==> config.mk <==
export PLATFORM = sky130hd
export DESIGN_NAME = keypad_wdog_scanner
export DESIGN_NICKNAME = d
export VERILOG_FILES = /design/src/rtl/kp_pkg.sv /design/src/rtl/kp_col_sched.sv /design/src/rtl/kp_row_cap.sv /design/src/rtl/kp_debounce.sv /design/src/rtl/keypad_wdog_scanner.sv
export SDC_FILE = /design/constraint.sdc
export NUM_CORES = 1
export LEC_CHECK = 0
export ABC_CLOCK_PERIOD_IN_PS = 11400
export CELL_PAD_IN_SITES_DETAIL_PLACEMENT = 0
export CELL_PAD_IN_SITES_GLOBAL_PLACEMENT = 1
export CORE_UTILIZATION = 24
export CTS_BUF_LIST = sky130_fd_sc_hd__clkbuf_4
export DETAILED_ROUTE_END_ITERATION = 10
export DONT_BUFFER_PORTS = 1
export PLACE_DENSITY_LB_ADDON = 0.2
export SLEW_MARGIN = 20
export SYNTH_ARGS = -nofsm -noshare
export SYNTH_HDL_FRONTEND = slang
export SYNTH_SLANG_ARGS = --single-unit
==> constraint.sdc <==
create_clock -name clk -period 11.4 [get_ports clk]
set_input_delay 2.85 -clock clk [delete_from_list [all_inputs] [get_ports clk]]
set_output_delay 2.85 -clock clk [all_outputs]
set_load 0.02 [all_outputs]
==> src/rtl/kp_pkg.sv <==
package kp_pkg;
  localparam int KP_ROW_W = 2;
  localparam int KP_COL_W = 3;
  localparam int KP_CODE_W = 1 + KP_ROW_W + KP_COL_W;

  typedef struct packed {
    logic                hit;
    logic [KP_ROW_W-1:0] row;
    logic [KP_COL_W-1:0] col;
  } kp_key_t;

  typedef enum logic {
    EV_RELEASE = 1'b0,
    EV_PRESS   = 1'b1
  } kp_ev_e;
endpackage

==> src/rtl/kp_col_sched.sv <==
module kp_col_sched #(
  parameter int NUM_COLS    = 5,
  parameter int SLOT_CYC    = 3686,
  parameter int KICK_PERIOD = 3686400,
  parameter int KICK_W      = 64,
  parameter int KICK_COL    = 2,
  localparam int SLOT_W     = $clog2(SLOT_CYC),
  localparam int IDX_W      = $clog2(NUM_COLS + 1),
  localparam int KT_W       = $clog2(KICK_PERIOD)
) (
  input  logic                clk,
  input  logic                rst_n,
  input  logic                pwr_off_req_i,
  output logic [NUM_COLS-1:0] col_o,
  output logic                smp_o,
  output logic [IDX_W-1:0]    smp_col_o,
  output logic                frame_o
);
  localparam logic [SLOT_W-1:0] SLOT_LAST = SLOT_W'(SLOT_CYC - 1);
  localparam logic [IDX_W-1:0]  GAP_IDX   = IDX_W'(NUM_COLS);
  localparam logic [KT_W-1:0]   KT_LAST   = KT_W'(KICK_PERIOD - 1);

  logic [SLOT_W-1:0]   cnt_q;
  logic [IDX_W-1:0]    idx_q;
  logic [KT_W-1:0]     ktmr_q;
  logic                due_q, kick_on_q, off_q;
  logic [NUM_COLS-1:0] col_q, col_nx;
  logic                slot_end, enter_gap, kt_wrap, off_now;

  assign slot_end  = (cnt_q == SLOT_LAST);
  assign enter_gap = (idx_q == GAP_IDX - 1'b1) && slot_end;
  assign kt_wrap   = (ktmr_q == KT_LAST);
  assign off_now   = off_q || pwr_off_req_i;

  always_comb begin
    col_nx = '1;
    if (idx_q < GAP_IDX) begin
      col_nx[idx_q] = 1'b0;
    end else if (kick_on_q) begin
      if (((32'(cnt_q) >= KICK_W) && (32'(cnt_q) < 2*KICK_W)) ||
          ((32'(cnt_q) >= 3*KICK_W) && (32'(cnt_q) < 4*KICK_W)))
        col_nx[KICK_COL] = 1'b0;
    end
  end

  always_ff @(posedge clk or negedge rst_n) begin
    if (!rst_n) begin
      cnt_q     <= '0;
      idx_q     <= '0;
      ktmr_q    <= '0;
      due_q     <= 1'b0;
      kick_on_q <= 1'b0;
      off_q     <= 1'b0;
      col_q     <= '1;
    end else begin
      col_q  <= col_nx;
      off_q  <= off_now;
      ktmr_q <= kt_wrap ? '0 : ktmr_q + 1'b1;
      if (slot_end) begin
        cnt_q <= '0;
        idx_q <= (idx_q == GAP_IDX) ? '0 : idx_q + 1'b1;
      end else begin
        cnt_q <= cnt_q + 1'b1;
      end
      due_q <= enter_gap ? 1'b0 : (due_q | kt_wrap);
      if (off_now)
        kick_on_q <= 1'b0;
      else if (enter_gap && (due_q || kt_wrap))
        kick_on_q <= 1'b1;
      else if ((idx_q == GAP_IDX) && slot_end)
        kick_on_q <= 1'b0;
    end
  end

  assign col_o     = col_q;
  assign smp_o     = (idx_q < GAP_IDX) && slot_end;
  assign smp_col_o = idx_q;
  assign frame_o   = (idx_q == GAP_IDX) && (cnt_q == '0);

  // never two columns low at once
  p_one_col_low_r9: assert property (@(posedge clk) disable iff (!rst_n)
    $countones(~col_q) <= 1);
  // pulse state only lives in the gap slot
  p_kick_in_gap_r9: assert property (@(posedge clk) disable iff (!rst_n)
    kick_on_q |-> (idx_q == GAP_IDX));
  // no pulse once power-off has been seen
  p_no_kick_off_r10: assert property (@(posedge clk) disable iff (!rst_n)
    off_q |-> !kick_on_q);
  // power-off stays latched
  p_off_sticky_r10: assert property (@(posedge clk) disable iff (!rst_n)
    off_q |=> off_q);
endmodule

==> src/rtl/kp_row_cap.sv <==
module kp_row_cap
  import kp_pkg::*;
#(
  parameter int NUM_COLS = 5,
  parameter int NUM_ROWS = 3,
  localparam int IDX_W   = $clog2(NUM_COLS + 1),
  localparam int HIT_W   = $clog2(NUM_COLS * NUM_ROWS + 1)
) (
  input  logic                clk,
  input  logic                rst_n,
  input  logic [NUM_ROWS-1:0] row_n_i,
  input  logic                smp_i,
  input  logic [IDX_W-1:0]    smp_col_i,
  input  logic                frame_i,
  output logic                fr_valid_o,
  output kp_key_t             fr_key_o,
  output logic                fr_multi_o
);
  logic [NUM_ROWS-1:0]                s1_q, s2_q;
  logic [NUM_COLS-1:0][NUM_ROWS-1:0]  map_q;
  logic [HIT_W-1:0]                   hits;
  kp_key_t                            found;

  always_comb begin
    hits  = '0;
    found = '0;
    for (int c = 0; c < NUM_COLS; c++) begin
      for (int r = 0; r < NUM_ROWS; r++) begin
        if (map_q[c][r]) begin
          hits      = hits + 1'b1;
          found.row = KP_ROW_W'(r);
          found.col = KP_COL_W'(c);
        end
      end
    end
    found.hit = (hits == HIT_W'(1));
  end

  always_ff @(posedge clk or negedge rst_n) begin
    if (!rst_n) begin
      s1_q <= '1;
      s2_q <= '1;
    end else begin
      s1_q <= row_n_i;
      s2_q <= s1_q;
    end
  end

  for (genvar c = 0; c < NUM_COLS; c++) begin : g_col
    always_ff @(posedge clk or negedge rst_n) begin
      if (!rst_n)
        map_q[c] <= '0;
      else if (frame_i)
        map_q[c] <= '0;
      else if (smp_i && (smp_col_i == IDX_W'(c)))
        map_q[c] <= ~s2_q;
    end
  end

  always_ff @(posedge clk or negedge rst_n) begin
    if (!rst_n) begin
      fr_valid_o <= 1'b0;
      fr_key_o   <= '0;
      fr_multi_o <= 1'b0;
    end else begin
      fr_valid_o <= frame_i;
      if (frame_i) begin
        fr_key_o   <= found;
        fr_multi_o <= (hits > HIT_W'(1));
      end
    end
  end

  // a multi-key frame never carries a single-key hit
  p_multi_no_hit_r7: assert property (@(posedge clk) disable iff (!rst_n)
    fr_valid_o |-> !(fr_multi_o && fr_key_o.hit));
endmodule

==> src/rtl/kp_debounce.sv <==
module kp_debounce
  import kp_pkg::*;
#(
  parameter int DEB_SCANS = 3,
  localparam int CW       = $clog2(DEB_SCANS + 1)
) (
  input  logic                 clk,
  input  logic                 rst_n,
  input  logic                 fr_valid_i,
  input  kp_key_t              fr_key_i,
  input  logic                 fr_multi_i,
  input  logic                 ev_ready_i,
  output logic                 ev_valid_o,
  output logic [KP_CODE_W-1:0] ev_code_o
);
  localparam logic [CW-1:0] DEB_N = CW'(DEB_SCANS);

  kp_key_t                last_q, comm_q;
  logic [CW-1:0]          cnt_q, cnt_nx;
  logic                   ev_v_q, fire, take;
  logic [KP_CODE_W-1:0]   ev_c_q;

  assign take   = fr_valid_i && !fr_multi_i;
  assign cnt_nx = (fr_key_i == last_q) ? ((cnt_q == DEB_N) ? cnt_q : cnt_q + 1'b1)
                                       : CW'(1);
  assign fire   = take && (cnt_nx >= DEB_N) && (fr_key_i != comm_q) &&
                  (!ev_v_q || ev_ready_i);

  always_ff @(posedge clk or negedge rst_n) begin
    if (!rst_n) begin
      last_q <= '0;
      comm_q <= '0;
      cnt_q  <= '0;
      ev_v_q <= 1'b0;
      ev_c_q <= '0;
    end else begin
      if (take) begin
        last_q <= fr_key_i;
        cnt_q  <= cnt_nx;
      end
      if (fire) begin
        ev_v_q <= 1'b1;
        if (comm_q.hit) begin
          ev_c_q <= {EV_RELEASE, comm_q.row, comm_q.col};
          comm_q <= '0;
        end else begin
          ev_c_q <= {EV_PRESS, fr_key_i.row, fr_key_i.col};
          comm_q <= fr_key_i;
        end
      end else if (ev_ready_i) begin
        ev_v_q <= 1'b0;
      end
    end
  end

  assign ev_valid_o = ev_v_q;
  assign ev_code_o  = ev_c_q;

  // stalled event holds
  p_hold_stall_r11: assert property (@(posedge clk) disable iff (!rst_n)
    (ev_v_q && !ev_ready_i) |=> (ev_v_q && $stable(ev_c_q)));
  // a new event only follows a completed frame
  p_event_after_frame_r4: assert property (@(posedge clk) disable iff (!rst_n)
    $rose(ev_v_q) |-> $past(fr_valid_i));
endmodule

==> src/rtl/keypad_wdog_scanner.sv <==
module keypad_wdog_scanner
  import kp_pkg::*;
#(
  parameter int NUM_COLS    = 5,
  parameter int NUM_ROWS    = 3,
  parameter int CLK_HZ      = 3686400,
  parameter int COL_RATE_HZ = 1000,
  parameter int KICK_HZ     = 1,
  parameter int KICK_W      = 64,
  parameter int KICK_COL    = 2,
  parameter int DEB_SCANS   = 3
) (
  input  logic                 clk,
  input  logic                 rst_n,
  input  logic [NUM_ROWS-1:0]  row_n_i,
  output logic [NUM_COLS-1:0]  col_o,
  input  logic                 pwr_off_req_i,
  output logic                 key_valid_o,
  input  logic                 key_ready_i,
  output logic [KP_CODE_W-1:0] key_code_o
);
  localparam int SLOT_CYC    = CLK_HZ / COL_RATE_HZ;
  localparam int KICK_PERIOD = CLK_HZ / KICK_HZ;
  localparam int IDX_W       = $clog2(NUM_COLS + 1);

  logic             smp, frame, fr_valid, fr_multi;
  logic [IDX_W-1:0] smp_col;
  kp_key_t          fr_key;

  kp_col_sched #(
    .NUM_COLS(NUM_COLS), .SLOT_CYC(SLOT_CYC), .KICK_PERIOD(KICK_PERIOD),
    .KICK_W(KICK_W), .KICK_COL(KICK_COL)
  ) u_sched (
    .clk(clk), .rst_n(rst_n), .pwr_off_req_i(pwr_off_req_i),
    .col_o(col_o), .smp_o(smp), .smp_col_o(smp_col), .frame_o(frame)
  );

  kp_row_cap #(.NUM_COLS(NUM_COLS), .NUM_ROWS(NUM_ROWS)) u_cap (
    .clk(clk), .rst_n(rst_n), .row_n_i(row_n_i), .smp_i(smp),
    .smp_col_i(smp_col), .frame_i(frame), .fr_valid_o(fr_valid),
    .fr_key_o(fr_key), .fr_multi_o(fr_multi)
  );

  kp_debounce #(.DEB_SCANS(DEB_SCANS)) u_deb (
    .clk(clk), .rst_n(rst_n), .fr_valid_i(fr_valid), .fr_key_i(fr_key),
    .fr_multi_i(fr_multi), .ev_ready_i(key_ready_i),
    .ev_valid_o(key_valid_o), .ev_code_o(key_code_o)
  );
endmodule

== After elaboration in Yosys (flattened, before gate mapping) ==
Cells that the tools add are included.

* $add $sub $neg: 18
* Multiply operators: 0
* Divide/modulo/power cells: 0
* Order comparisons: 9
* Equal/unequal tests: 11
* Shift-type cells: 0
* Mux-type cells: 59
* Bitwise operators: 3
* Reduce and logical (&&, ||, !) cells: 32

{| class="wikitable"
|+ Operators by type and width
! cell !! count
|-
| 5-bit two-way mux || 13
|-
| 4-bit two-way mux || 15
|-
| 4-bit by 1-bit adder with 4-bit output, second input constant || 13
|-
| 3-bit two-way mux || 11
|-
| 22-bit by 1-bit adder with 22-bit output, second input constant || 1
|-
| 22-bit equality test, second input constant || 1
|-
| 22-bit two-way mux || 1
|-
| 1-bit logical AND || 17
|-
| 12-bit by 1-bit adder with 12-bit output, second input constant || 1
|-
| 12-bit equality test, second input constant || 1
|-
| 12-bit by 7-bit >= comparator with 1-bit output, second input constant || 1
|-
| 12-bit by 8-bit >= comparator with 1-bit output, second input constant || 1
|-
| 12-bit logical NOT || 1
|-
| 12-bit by 8-bit less-than comparator with 1-bit output, second input constant || 1
|-
| 12-bit by 9-bit less-than comparator with 1-bit output, second input constant || 1
|-
| 12-bit two-way mux || 1
|-
| 6-bit two-way mux || 2
|-
| 2-bit nonzero test || 6
|-
| 1-bit two-way mux || 11
|-
| 2-bit two-way mux || 4
|-
| 3-bit by 2-bit equality test with 1-bit output, second input constant || 2
|-
| 3-bit equality test, second input constant || 2
|-
| 6-bit equality test || 1
|-
| 6-bit != test || 1
|-
| other kinds (19) || 23
|}

* Bits in registers: 95
* Latch bits: 0
* RAM bits: 0
* Bits in read-only memories: 0
* Input port bits: 7
* Output and inout port bits: 12
* Logic and storage cells: 160
* Memories kept: 0

== Longest topological paths before layout ==
Gate-level depths: netlist (run 1).

* Word-level depth: 30
* Depth in mapped cells: 39
* Gate-level depth less buffers: 38

== Hierarchy ==
Synthesis (run 1) repeated with hierarchy kept, for this count alone.

* Cell total of the unflattened synthesis: 540
* Area, all modules: 5605.4 um^2

{| class="wikitable"
|+ Modules (own cells, without submodules)
! module !! times used !! cells each !! area each (um^2)
|-
| kp_row_cap || 1 || 264 || 2399.8
|-
| kp_col_sched || 1 || 195 || 2105.8
|-
| kp_debounce || 1 || 81 || 1099.8
|}

== Worst setup path after synthesis (run 1) ==
No wires, ideal clock.

* Path kind: reg-to-reg
* Start point: reg u_cap.map_q[0] (netlist name)
* End point: reg u_cap.fr_key_o[5] (netlist name)
* Setup time: 118 ps
* Arrival time: 7185 ps
* Required time: 11282 ps
* Path slack: 4097 ps
* Cell stages (with the launch flop): 38
* Buffers on the path: 1
* Period minus slack after synthesis: 7303 ps
* Path through: dfrtp_1 > inv_1 > ha_1 > buf_6 > xnor2_2 > inv_1 > ha_1 > xnor2_1 > a222oi_1 > inv_1 > ha_1 > nor2_1 > a2111oi_0 > a221oi_2 > o21a_1 > ha_1 > nand2_1 > o21ai_0 > (+2 left out) > o21ai_2 > ha_1 > nand2_1 > o31ai_1 > xnor2_1 > nand2_1 > o21ai_0 > ha_1 > a2bb2oi_1 > xnor2_1 > nor2_1 > a21oi_2 > ha_1 > nand2_1 > or2_2 > a41oi_1 > nor3b_2 > a21o_1

* Word-level cells in the longest chain between the ends: 30

{| class="wikitable"
|+ RTL lines
! what !! RTL line !! text
|-
| start, declared || kp_row_cap.sv:20 || <nowiki>logic [NUM_COLS-1:0][NUM_ROWS-1:0] map_q;</nowiki>
|-
| start signal, assigned by index || kp_row_cap.sv:56 || <nowiki>map_q[c] <= ~s2_q;</nowiki>
|-
| 1-bit two-way mux * || kp_row_cap.sv:29 || <nowiki>if (map_q[c][r]) begin</nowiki>
|-
| 1-bit by 1-bit adder with 2-bit output || kp_row_cap.sv:30 || <nowiki>hits = hits + 1'b1;</nowiki>
|-
| 4-bit two-way mux * || kp_row_cap.sv:29 ||
|-
| 4-bit by 1-bit adder with 4-bit output || kp_row_cap.sv:30 ||
|-
| 4-bit two-way mux * || kp_row_cap.sv:29 ||
|-
| 4-bit by 1-bit adder with 4-bit output || kp_row_cap.sv:30 ||
|-
| 4-bit two-way mux * || kp_row_cap.sv:29 ||
|-
| 4-bit by 1-bit adder with 4-bit output || kp_row_cap.sv:30 ||
|-
| (+14 left out) || - ||
|-
| 4-bit two-way mux * || kp_row_cap.sv:29 ||
|-
| 4-bit by 1-bit adder with 4-bit output || kp_row_cap.sv:30 ||
|-
| 4-bit two-way mux * || kp_row_cap.sv:29 ||
|-
| 4-bit by 1-bit adder with 4-bit output || kp_row_cap.sv:30 ||
|-
| 4-bit two-way mux * || kp_row_cap.sv:29 ||
|-
| 4-bit by 1-bit adder with 4-bit output || kp_row_cap.sv:30 ||
|-
| 4-bit two-way mux * || kp_row_cap.sv:29 ||
|-
| 4-bit by 1-bit equality test with 1-bit output * || kp_row_cap.sv:36 || <nowiki>found.hit = (hits == HIT_W'(1));</nowiki>
|-
| end signal, assigned || kp_row_cap.sv:68 || <nowiki>fr_key_o <= found;</nowiki>
|-
| end, declared || kp_row_cap.sv:16 || <nowiki>output kp_key_t fr_key_o,</nowiki>
|}

Mark *: on every way between the ends. The rest lies on a longest branch, timed or not.
A chain may end at the register's enable or synchronous reset.

== Worst setup path after layout (run 1) ==
* Start point: reg u_cap.map_q[0] (netlist name)
* End point: reg u_cap.fr_multi_o

* Word-level cells in the longest chain between the ends: 30

{| class="wikitable"
|+ RTL lines
! what !! RTL line !! text
|-
| 1-bit two-way mux * || kp_row_cap.sv:29 ||
|-
| 1-bit by 1-bit adder with 2-bit output || kp_row_cap.sv:30 ||
|-
| 4-bit two-way mux * || kp_row_cap.sv:29 ||
|-
| 4-bit by 1-bit adder with 4-bit output || kp_row_cap.sv:30 ||
|-
| 4-bit two-way mux * || kp_row_cap.sv:29 ||
|-
| 4-bit by 1-bit adder with 4-bit output || kp_row_cap.sv:30 ||
|-
| 4-bit two-way mux * || kp_row_cap.sv:29 ||
|-
| 4-bit by 1-bit adder with 4-bit output || kp_row_cap.sv:30 ||
|-
| (+14 left out) || - ||
|-
| 4-bit two-way mux * || kp_row_cap.sv:29 ||
|-
| 4-bit by 1-bit adder with 4-bit output || kp_row_cap.sv:30 ||
|-
| 4-bit two-way mux * || kp_row_cap.sv:29 ||
|-
| 4-bit by 1-bit adder with 4-bit output || kp_row_cap.sv:30 ||
|-
| 4-bit two-way mux * || kp_row_cap.sv:29 ||
|-
| 4-bit by 1-bit adder with 4-bit output || kp_row_cap.sv:30 ||
|-
| 4-bit two-way mux * || kp_row_cap.sv:29 ||
|-
| 4-bit by 1-bit > comparator with 1-bit output * || kp_row_cap.sv:69 || <nowiki>fr_multi_o <= (hits > HIT_W'(1));</nowiki>
|-
| end signal, assigned || kp_row_cap.sv:69 ||
|-
| end, declared || kp_row_cap.sv:17 || <nowiki>output logic fr_multi_o</nowiki>
|}

Marked as above.

==> results of run 1 <==
-- worst max-delay path by stage --
stage / end / slack, ps / cells past startpoint / startpoint
final: u_cap.fr_multi_o / 3170 / 37 / u_cap.map_q[0]
after floorplan: u_cap.fr_key_o[5] / 4100 / 37 / u_cap.map_q[0]
after global placement: u_cap.fr_multi_o / 3430 / 37 / u_cap.map_q[0]
after detailed placement: u_cap.fr_multi_o / 3250 / 37 / u_cap.map_q[0]
after global routing: u_cap.fr_multi_o / 2360 / 37 / u_cap.map_q[1]
after CTS: u_cap.fr_multi_o / 3180 / 37 / u_cap.map_q[0]
-- cell type report --
cell class | instances | area (um^2) | share of cell area
inverters | 28 | 108 | 0.0170
diodes | 3 | 7.51 | 0.00119
clock inverters | 7 | 63.8 | 0.0101
repair buffers | 1 | 7.51 | 0.00119
multi-input cells | 494 | 3280 | 0.519
clock buffers | 9 | 67.6 | 0.0107
flip-flops and latches | 95 | 2390 | 0.378
well taps | 319 | 399 | 0.0631
-- Yosys cell counts (all sizes together), types with 9 or more instances --
master / number / share of area
a21oi: 40 / 0.035
clkbuf: 20 / 0.013
dfrtp: 84 / 0.36
dfstp: 11 / 0.049
ha: 21 / 0.045
inv: 27 / 0.018
nand2: 75 / 0.048
nand2b: 9 / 0.0095
nand3: 32 / 0.028
nor2: 81 / 0.052
nor2b: 14 / 0.015
nor3: 11 / 0.0093
o21ai: 18 / 0.016
xnor2: 54 / 0.094
xor2: 27 / 0.040
-- stage by stage --
| step | instance area, um^2 | util | power, W | hold slack, ps |
|---|---|---|---|---|
| after floorplan | 5900 | - | 0.000346 | 345 |
| after global placement | 6180 | 0.260 | 0.000347 | 348 |
| after detailed placement | 6180 | 0.260 | 0.000347 | 347 |
| after CTS | 6310 | 0.266 | 0.000531 | 367 |
| after global routing | 6320 | 0.266 | 0.000544 | 375 |
| final | 6320 | 0.266 | 0.000520 | 367 |
-- sequential cells by signal (all words and copies together) (netlist names) --
signal / cells
u_deb.ev_code_o: 6
u_cap.fr_multi_o: 1
u_cap.fr_key_o: 6
u_deb.ev_valid_o: 1
u_cap.s2_q: 3
u_cap.map_q: 15
u_deb.last_q: 6
u_cap.s1_q: 3
u_sched.due_q: 1
u_deb.comm_q: 6
u_sched.col_o: 5
u_cap.fr_valid_o: 1
u_sched.off_q: 1
u_sched.cnt_q: 12
u_deb.cnt_q: 2
u_sched.smp_col_o: 3
u_sched.kick_on_q: 1
u_sched.ktmr_q: 22
-- cells by family (layout without fill, tap and decap cells) --
| family | Yosys count | in the layout | synth area share |
|---|---|---|---|
| and+or+nand+nor | 260 | 260 | 0.205 |
| AOI/OAI and AO/OA | 119 | 119 | 0.140 |
| DFF | 95 | 95 | 0.406 |
| xor gates and xnor gates | 84 | 84 | 0.145 |
| buffers and inverters | 55 | 45 | 0.0384 |
| adders and majority gates | 21 | 21 | 0.0446 |
| muxes | 10 | 10 | 0.0214 |
| other | 0 | 3 | 0 |
-- per-layer routing --
metal | track usage | part of all wire | up-vias
met2 | 0.177 | 0.46 | 33
li1 | - | - | 2191
met3 | 0.0199 | 0.019 | 9
met5 | 0 | 0 | -
met4 | 0.0344 | 0.012 | 0
met1 | 0.153 | 0.51 | 2096
-- power by group through the flow --
stage	clock, W	sequential, W	combinational, W
2_1_floorplan	0	0.000346	0.0000000625
3_3_place_gp	0	0.000347	0.0000000623
3_5_place_dp	0	0.000347	0.0000000623
4_1_cts	0.000190	0.000341	0.0000000623
5_1_grt	0.000203	0.000341	0.0000000623
6_report	0.000179	0.000341	0.0000000624
-- critical path, delay by kind of cell (launching register included) --
family                     cells  cell delay (ps)
buffers and inverters          3              310
DFF                            1              420
xor gates and xnor gates       6             1320
adders and majority gates      7             2210
and+or+nand+nor                9              860
AOI/OAI and AO/OA             12             3020
==> flow_summary.json, run 1 <==
{
  "outcome": "finished, final reports clean",
  "synth-seq-cells": 95,
  "vdd_drop_max_uv": 58.4,
  "switching_power_w": 0.000131,
  "fin_cells": 956,
  "arrival_ps": 8600,
  "dieArea_um2": 25200,
  "root_buffer": "clkbuf_4",
  "synth_fp_nets": 672,
  "worst_slew_margin_rel": 0.413,
  "cts_resized": 0,
  "yosysSeqAreaShare": 0.406,
  "final_common_cell": "dfrtp_1",
  "power.density_nw_per_um2": 82.2,
  "drcViolationCount": 0,
  "intPower_w": 0.000389,
  "first_global_vias": 4439,
  "nets": 657,
  "synth_cell_types": 76,
  "ant_nets": 0,
  "crit_path_max_incr_delay_ps": 770,
  "std_cell_rows": 56,
  "finalHoldViolations": 0,
  "fillers": 2533,
  "min_to": "u_cap.s2_q[0]",
  "grt.total_usage": 0.112,
  "reg2reg_from": "u_cap.map_q[0]",
  "setup_slack_ps": 3170,
  "postCtsSetupBuffers": 0,
  "rr_endpoint": "u_cap.fr_multi_o",
  "die_w_um": 159,
  "via_count": 4329,
  "end_kind": "flop",
  "dp_cells": 937,
  "gp_congestion": 0.784,
  "antenna_found_initial": 1,
  "hold_depth": 0,
  "seq_power_share": 0.655,
  "post-place-ws_ps": 3250,
  "cts.htree.levels": 3,
  "grt_setup_unrepaired": "false",
  "clock_power_share": 0.345,
  "maxCapViolations": 0,
  "syn_inst": 644,
  "synth_edf_count": 0,
  "slew_viol_final": 0,
  "switching_share": 0.252,
  "fp.dieH_um": 159,
  "hold_class": "reg2reg",
  "path_clk_slew_ps": 160,
  "io_pins": 19,
  "tightest_slew_ps": 881,
  "drive_above_1_share": 0.0946,
  "slowest_stage": "a222oi_1",
  "syn-cell-area_um2": 5900,
  "drt_iter0_markers": 218,
  "p_leak_nw": 2.77,
  "pwr-share-comb": 0,
  "clock_sinks": 95,
  "overflow": 0,
  "layout_common_cells": "84 x dfrtp_1, 81 x nor2_1, 75 x nand2_1, 48 x xnor2_1, 39 x a21oi_1",
  "max_freq_mhz": 122,
  "setup_viol": 0,
  "yosys_warnings": 0,
  "drt-total-wl_um": 13100,
  "dr.pass1.iters": 4,
  "grt_max_degree": 96,
  "critPathLaunchType": "flop",
  "setup-tns-final_ps": 0,
  "ys.flop_type": "dfrtp_1",
  "clock_path_buffers": 2,
  "cpMostUsedCell": "ha_1",
  "fin_crit_sh": 0.722,
  "finClkSkew_ps": 16.3,
  "cts_tree": "built",
  "grt_pass1_wl_um": 23000,
  "critPathMaxFanout": 6,
  "worstHoldStart": "u_cap.s1_q[0]",
  "vias_per_cell": 4.53,
  "wl_per_cell_um": 13.7,
  "numCtsBuffers": 9,
  "placement.io_buffers": 0,
  "syn_avg_cell_area_um2": 9.15,
  "layout_min_cycle_time_ps": 8230,
  "start_util": 0.248,
  "critical_path_required_ps": 11770,
  "cts_hold_buf": 0,
  "async_flop_share": 1.00,
  "clock_insertion_delay_worst_skew_ps": 480,
  "reg2reg_setup_slack_ps": 3170,
  "dpl.hpwl_um": 9460,
  "syn_to_final_growth_pct": 7.24,
  "crit_type": "reg2reg",
  "reg2reg_depth": 37,
  "coreArea_um2": 23800
}
No activity file was read; power rests on OpenSTA's default activity.
==> inputs of run 2 (changes only) <==
Settings changed: ABC_CLOCK_PERIOD_IN_PS 11400 to 6900.
Clock period 11.4 ns to 6.9 ns, I/O delays scaled along.
==> run 2 against run 1 <==
Hold slack about the same. Clock skew up 14 ps. Maximum frequency up 26%. Non-clock buffer count up 44. Via count up 4.6%. Clock power up 66%. Clock-buffer cell count unchanged. Design area up 9.6%. Global-route usage down 0.15 points. Worst setup slack worse by 2800 ps. Sequential power up 65%. Routed wire length up 3.7%.
==> flow_summary.json, run 2 (same netlist as run 1, synthesis figures left out) <==
{
  "cts.htree.levels": 3,
  "first_global_vias": 4539,
  "path_clk_slew_ps": 160,
  "maxCapViolations": 0,
  "layout_min_cycle_time_ps": 6550,
  "grt_max_degree": 96,
  "fp.dieH_um": 159,
  "multi_input_area_um2": 3550,
  "dpl.hpwl_um": 9580,
  "finClkSkew_ps": 30.0,
  "max_freq_mhz": 153,
  "grt_pass1_wl_um": 22800,
  "drt_iter0_markers": 191,
  "largest_reg_flops": 22,
  "dieArea_um2": 25200,
  "die_w_um": 159,
  "std_cell_rows": 56,
  "drt-total-wl_um": 13600,
  "dr.pass1.iters": 4,
  "slowest_stage": "dfrtp_1",
  "fin_cells": 999,
  "largest-register": "u_sched.ktmr_q",
  "worst_slew_margin_rel": 0.556,
  "vdd_drop_max_uv": 88.4,
  "vias_per_cell": 4.53,
  "gp_congestion": 0.782,
  "final-seq-area_um2": 2390,
  "final_util": 0.292,
  "cpMostUsedCell": "ha_4",
  "syn_to_final_growth_pct": 17.5,
  "hold_class": "reg2reg",
  "fillers": 2492,
  "placement.io_buffers": 0,
  "critPathLaunchType": "flop",
  "power_w": 0.000861,
  "antenna_found_initial": 2,
  "grt.total_usage": 0.110,
  "setup_viol": 0,
  "p_leak_nw": 3.01,
  "end_kind": "flop",
  "finalHoldViolations": 0,
  "io_pins": 19,
  "clock_path_buffers": 2,
  "start_util": 0.248,
  "crit_type": "reg2reg",
  "overflow": 0,
  "drive_above_1_share": 0.208,
  "reg_top3": "u_sched.ktmr_q: 22 flops, u_cap.map_q: 15 flops, u_sched.cnt_q: 12 flops",
  "final_common_cell": "dfrtp_1",
  "numCtsBuffers": 9,
  "critical_path_required_ps": 7280,
  "slew_viol_final": 0,
  "dp_cells": 968,
  "critPathMaxFanout": 3,
  "tightest_slew_ps": 665,
  "root_buffer": "clkbuf_4",
  "ant_nets": 0,
  "arrival_ps": 6930,
  "outcome": "finished, final reports clean",
  "nets": 701,
  "clock_insertion_delay_worst_skew_ps": 500,
  "drcViolationCount": 0,
  "reg2reg_setup_slack_ps": 350,
  "coreArea_um2": 23800,
  "crit_path_max_incr_delay_ps": 410,
  "cts_tree": "built",
  "hold_ws_ps": 366,
  "power.density_nw_per_um2": 124,
  "wl_per_cell_um": 13.6,
  "layout_common_cells": "84 x dfrtp_1, 80 x nor2_1, 70 x nand2_1, 45 x xnor2_1, 43 x buf_4",
  "fin_crit_sh": 0.949,
  "clock_sinks": 95,
  "via_count": 4529
}
-- run 2: cell types whose count changed in the layout (fill, tap and decap cells not counted), sizes merged --
cell and delta:
buf +44, clkinv -3, inv +2, diode -1, clkinvlp +1
-- run 2: layout make-up --
| type | count | area share |
|---|---|---|
| Multi-Input combinational cell | 494 | 0.512 |
| Sequential cell | 95 | 0.345 |
| Timing Repair Buffer | 45 | 0.0499 |
| Inverter | 28 | 0.0155 |
| Clock inverter | 7 | 0.00903 |
| Clock buffer | 9 | 0.00975 |
| Tap cell | 319 | 0.0576 |
| Antenna cell | 2 | 0.000723 |
-- run 2: power breakdown --
group            total (W)  leakage, nW             switching (W)  internal, W
Clock             0.000298       0.0699                  0.000215    0.0000823
Combinational  0.000000102         1.69  0.0000000000000000000169  0.000000101
Sequential        0.000563         1.25                0.00000215     0.000561
-- run 2: timing repair --
action	CTS	global route
hold buffers	0	0
pin swaps	8	28
resized for setup	10	33
endpoints found under the setup margin	2	2
buffers inserted	3	10
-- run 2: critical path, delay by kind of cell (launching register included) --
kind                     cells  cell delay (ps)
multiplexers                 2              490
AND/OR/NAND/NOR              6              580
adder cells (fa/ha/maj)      6             1310
buffers and inverters        5              430
AO/OA/AOI/OAI               11             2010
flip-flops                   1              410
XOR/XNOR                     7             1190
-- run 2: routing by layer --
layer  vias up  part of all wire  track usage
met4         0             0.013       0.0371
met3        13             0.020       0.0193
li1       2280                 -            -
met2        33              0.46        0.176
met5         -                 0            0
met1      2203              0.51        0.149
-- run 2: worst paths after layout --
| check | to | start | cells after the start |
|---|---|---|---|
| setup / recovery | u_cap.fr_multi_o | u_cap.map_q[0] | 37 |
| hold / removal | u_cap.s2_q[1] | u_cap.s1_q[1] | 0 |
| setup reg to reg | u_cap.fr_multi_o | u_cap.map_q[0] | 37 |
| hold reg to reg | u_cap.s2_q[1] | u_cap.s1_q[1] | 0 |
| max in group asynchronous | u_cap.s2_q[0] | rst_n | 0 |
| min in group asynchronous | u_deb.ev_code_o[0] | rst_n | 0 |
-- run 2: stage by stage --
| stage | setup TNS (ps) | instance area, um^2 | setup slack (ps) |
|---|---|---|---|
| after global placement | -505 | 6470 | -286 |
| after floorplan | 0 | 5950 | 34.6 |
| after global routing | -115 | 6930 | -86.0 |
| after detailed placement | -450 | 6470 | -245 |
| after CTS | 0 | 6680 | 10.2 |
| final | 0 | 6930 | 349 |
==> inputs of run 3 (changes only) <==
Settings changed: SYNTH_HIERARCHICAL set to 1.
==> run 3 against run 2 <==
Register-to-register slack worse by 860 ps. Highest routed layer unchanged. Hold slack gained 2.2 ps. The flow now finishes with violations (setup timing). Die area decreased by 4.9%. Clock skew decreased by 9.4 ps. Routed wire length is 14% lower.
==> flow_summary.json, run 3 <==
{
  "reg_top3": "u_sched/ktmr_q: 22 flops, u_cap/map_q: 15 flops, u_sched/cnt_q: 12 flops",
  "cts_hold_buf": 0,
  "hold_class": "reg2reg",
  "syn_avg_cell_area_um2": 10.4,
  "outcome": "complete, but fails checks",
  "drt-total-wl_um": 11700,
  "ant_nets": 0,
  "end_kind": "flop",
  "cpMostUsedCell": "ha_4",
  "slew_viol_final": 0,
  "violations": "setup timing",
  "synth_cell_types": 70,
  "tightest_slew_ps": 1100,
  "synth_fp_nets": 566,
  "drive_above_1_share": 0.260,
  "via_count": 3890,
  "grt_setup_unrepaired": "true",
  "fin_cells": 883,
  "antenna_found_initial": 0,
  "vdd_drop_max_uv": 111,
  "syn-cell-area_um2": 5610,
  "yosys_warnings": 6,
  "clock_sinks": 95,
  "grt_max_degree": 96,
  "nets": 591,
  "synth_edf_count": 0,
  "p_leak_nw": 2.88,
  "numCtsBuffers": 9,
  "final_common_cell": "dfrtp_1",
  "critical-path-top-delay-family": "adder cells",
  "dr.pass1.iters": 4,
  "fp.dieH_um": 155,
  "critPathLaunchType": "flop",
  "syn_inst": 540,
  "diodes": 0,
  "clock_insertion_delay_worst_skew_ps": 460,
  "arrival_ps": 7760,
  "synth_common_cells": "84 x dfrtp_1, 48 x nor2_1, 45 x nand2_1",
  "clock_path_buffers": 2,
  "critical_path_required_ps": 7250,
  "std_cell_rows": 55,
  "power.density_nw_per_um2": 143,
  "overflow": 0,
  "io_pins": 19,
  "cts.htree.levels": 3,
  "layout_common_cells": "84 x dfrtp_1, 48 x nor2_1, 39 x nand2_1, 39 x buf_4, 35 x xnor2_1",
  "synth_xor_area_frac": 0.140,
  "maxCapViolations": 0,
  "synthMuxAreaShare": 0.0560,
  "largest_reg_flops": 22,
  "dp_cells": 855,
  "crit_path_max_incr_delay_ps": 430,
  "die_w_um": 155,
  "synth.most_common_cell": "dfrtp_1",
  "max_freq_mhz": 135,
  "setup_viol": 2,
  "finClkSkew_ps": 20.7,
  "hold_ws_ps": 368,
  "largest-register": "u_sched/ktmr_q",
  "layout_min_cycle_time_ps": 7410,
  "synth_area_leaders": "dfrtp_1 38%, xnor2_1 5.8%, dfstp_2 5.2%",
  "cts_tree": "built",
  "slowest_stage": "dfrtp_1",
  "synth_compound_area_frac": 0.101,
  "grt_pass1_wl_um": 20100,
  "syn_to_final_growth_pct": 17.6,
  "synth-seq-cells": 95,
  "dieArea_um2": 24000,
  "worst_slew_margin_rel": 0.264,
  "power_w": 0.000946,
  "placement.io_buffers": 0,
  "grt.total_usage": 0.104,
  "start_util": 0.246,
  "first_global_vias": 3945,
  "crit_type": "reg2reg",
  "async_flop_share": 1.00,
  "synth_top_area_cell": "dfrtp_1",
  "ys.flop_type": "dfrtp_1",
  "wl_per_cell_um": 13.2,
  "synthAdderAreaFrac": 0.0424,
  "drcViolationCount": 0,
  "vias_per_cell": 4.41,
  "synth_top_family_by_area": "simple AND/OR/NAND/NOR gates",
  "dpl.hpwl_um": 8110,
  "finalHoldViolations": 0,
  "yosysSeqAreaShare": 0.427,
  "root_buffer": "clkbuf_4",
  "drt_iter0_markers": 159,
  "coreArea_um2": 22800,
  "setup_slack_ps": -507,
  "critPathMaxFanout": 4,
  "netlist.area_leader.share": 0.375,
  "path_clk_slew_ps": 150,
  "reg2reg_setup_slack_ps": -510,
  "yosys.area_share.simple": 0.196,
  "crit_buf_inv": 4,
  "fin_crit_sh": 1.07,
  "gp_congestion": 0.741
}
==> run 3: cell count changes in the layout (fill, tap and decap cells not counted), sizes merged, moves of 6 or more <==
| cell | before | now |
|---|---|---|
| nand2 | 75 | 45 |
| a21oi | 40 | 12 |
| nor2 | 81 | 48 |
| buf | 45 | 39 |
| nand3 | 32 | 21 |
| mux2 | 8 | 21 |
| a211oi | 3 | 16 |
| xnor2 | 54 | 40 |
| inv | 32 | 20 |
==> run 3: per-layer routing <==
metal	GRT usage	share of wire
met1	0.140	0.50
met4	0.0330	0.012
met5	0	0
met3	0.0213	0.018
met2	0.167	0.47
==> run 3: final timing paths <==
check | endpoint | cells after the start | startpoint
min reg2reg | u_cap/s2_q[2] | 0 | u_cap/s1_q[2]
min in group asynchronous | u_deb/ev_code_o[0] | 0 | rst_n
min | u_cap/s2_q[2] | 0 | u_cap/s1_q[2]
max in group asynchronous | u_cap/s2_q[1] | 0 | rst_n
max reg2reg | u_cap/fr_multi_o | 43 | u_cap/map_q[1]
max | u_cap/fr_multi_o | 43 | u_cap/map_q[1]
==> run 3: kinds of logic (layout without fill, tap and decap cells) <==
group | Yosys count | in the layout
adder cells (fa/ha/maj) | 19 | 19
XOR/XNOR | 74 | 74
AO/OA/AOI/OAI | 80 | 80
flip-flops | 95 | 95
multiplexers | 25 | 25
buffers and inverters | 44 | 74
AND/OR/NAND/NOR | 203 | 203
==> run 3: through the flow <==
| step | setup WS, ps | instance area, um^2 | TNS, ps | utilization |
|---|---|---|---|---|
| after floorplan | -479 | 5700 | -839 | - |
| after CTS | -727 | 6470 | -1410 | 0.284 |
| after global placement | -538 | 6170 | -1020 | 0.271 |
| after detailed placement | -749 | 6170 | -1390 | 0.271 |
| after global routing | -919 | 6590 | -1830 | 0.289 |
| final | -507 | 6590 | -1010 | 0.289 |
==> run 3: power by group <==
group / leakage (nW) / switching (W) / internal, W
sequential: 1.26 / 0.00000219 / 0.000560
clock: 0.0976 / 0.000195 / 0.000188
combinational: 1.52 / 0.0000000000000000000157 / 0.000000186
total: 2.88 / 0.000197 / 0.000749
==> run 3: final cells by class <==
cell class                      instances  area (um^2)
Clock buffer                           10         75.1
Fill cell                            2366        16200
Tap cell                              313          392
Timing Repair Buffer                   39          293
Inverter                               19         76.3
Sequential cell                        95         2390
Multi-Input combinational cell        401         3260
Clock inverter                          6          109
==> run 3: what timing repair did <==
item / 4_1_cts / 5_1_grt
setup buffers: 9 / 3
pin swaps: 15 / 16
gates resized for setup: 10 / 15
setup endpoints to repair: 2 / 2
endpoints found under the hold margin: 0 / 0
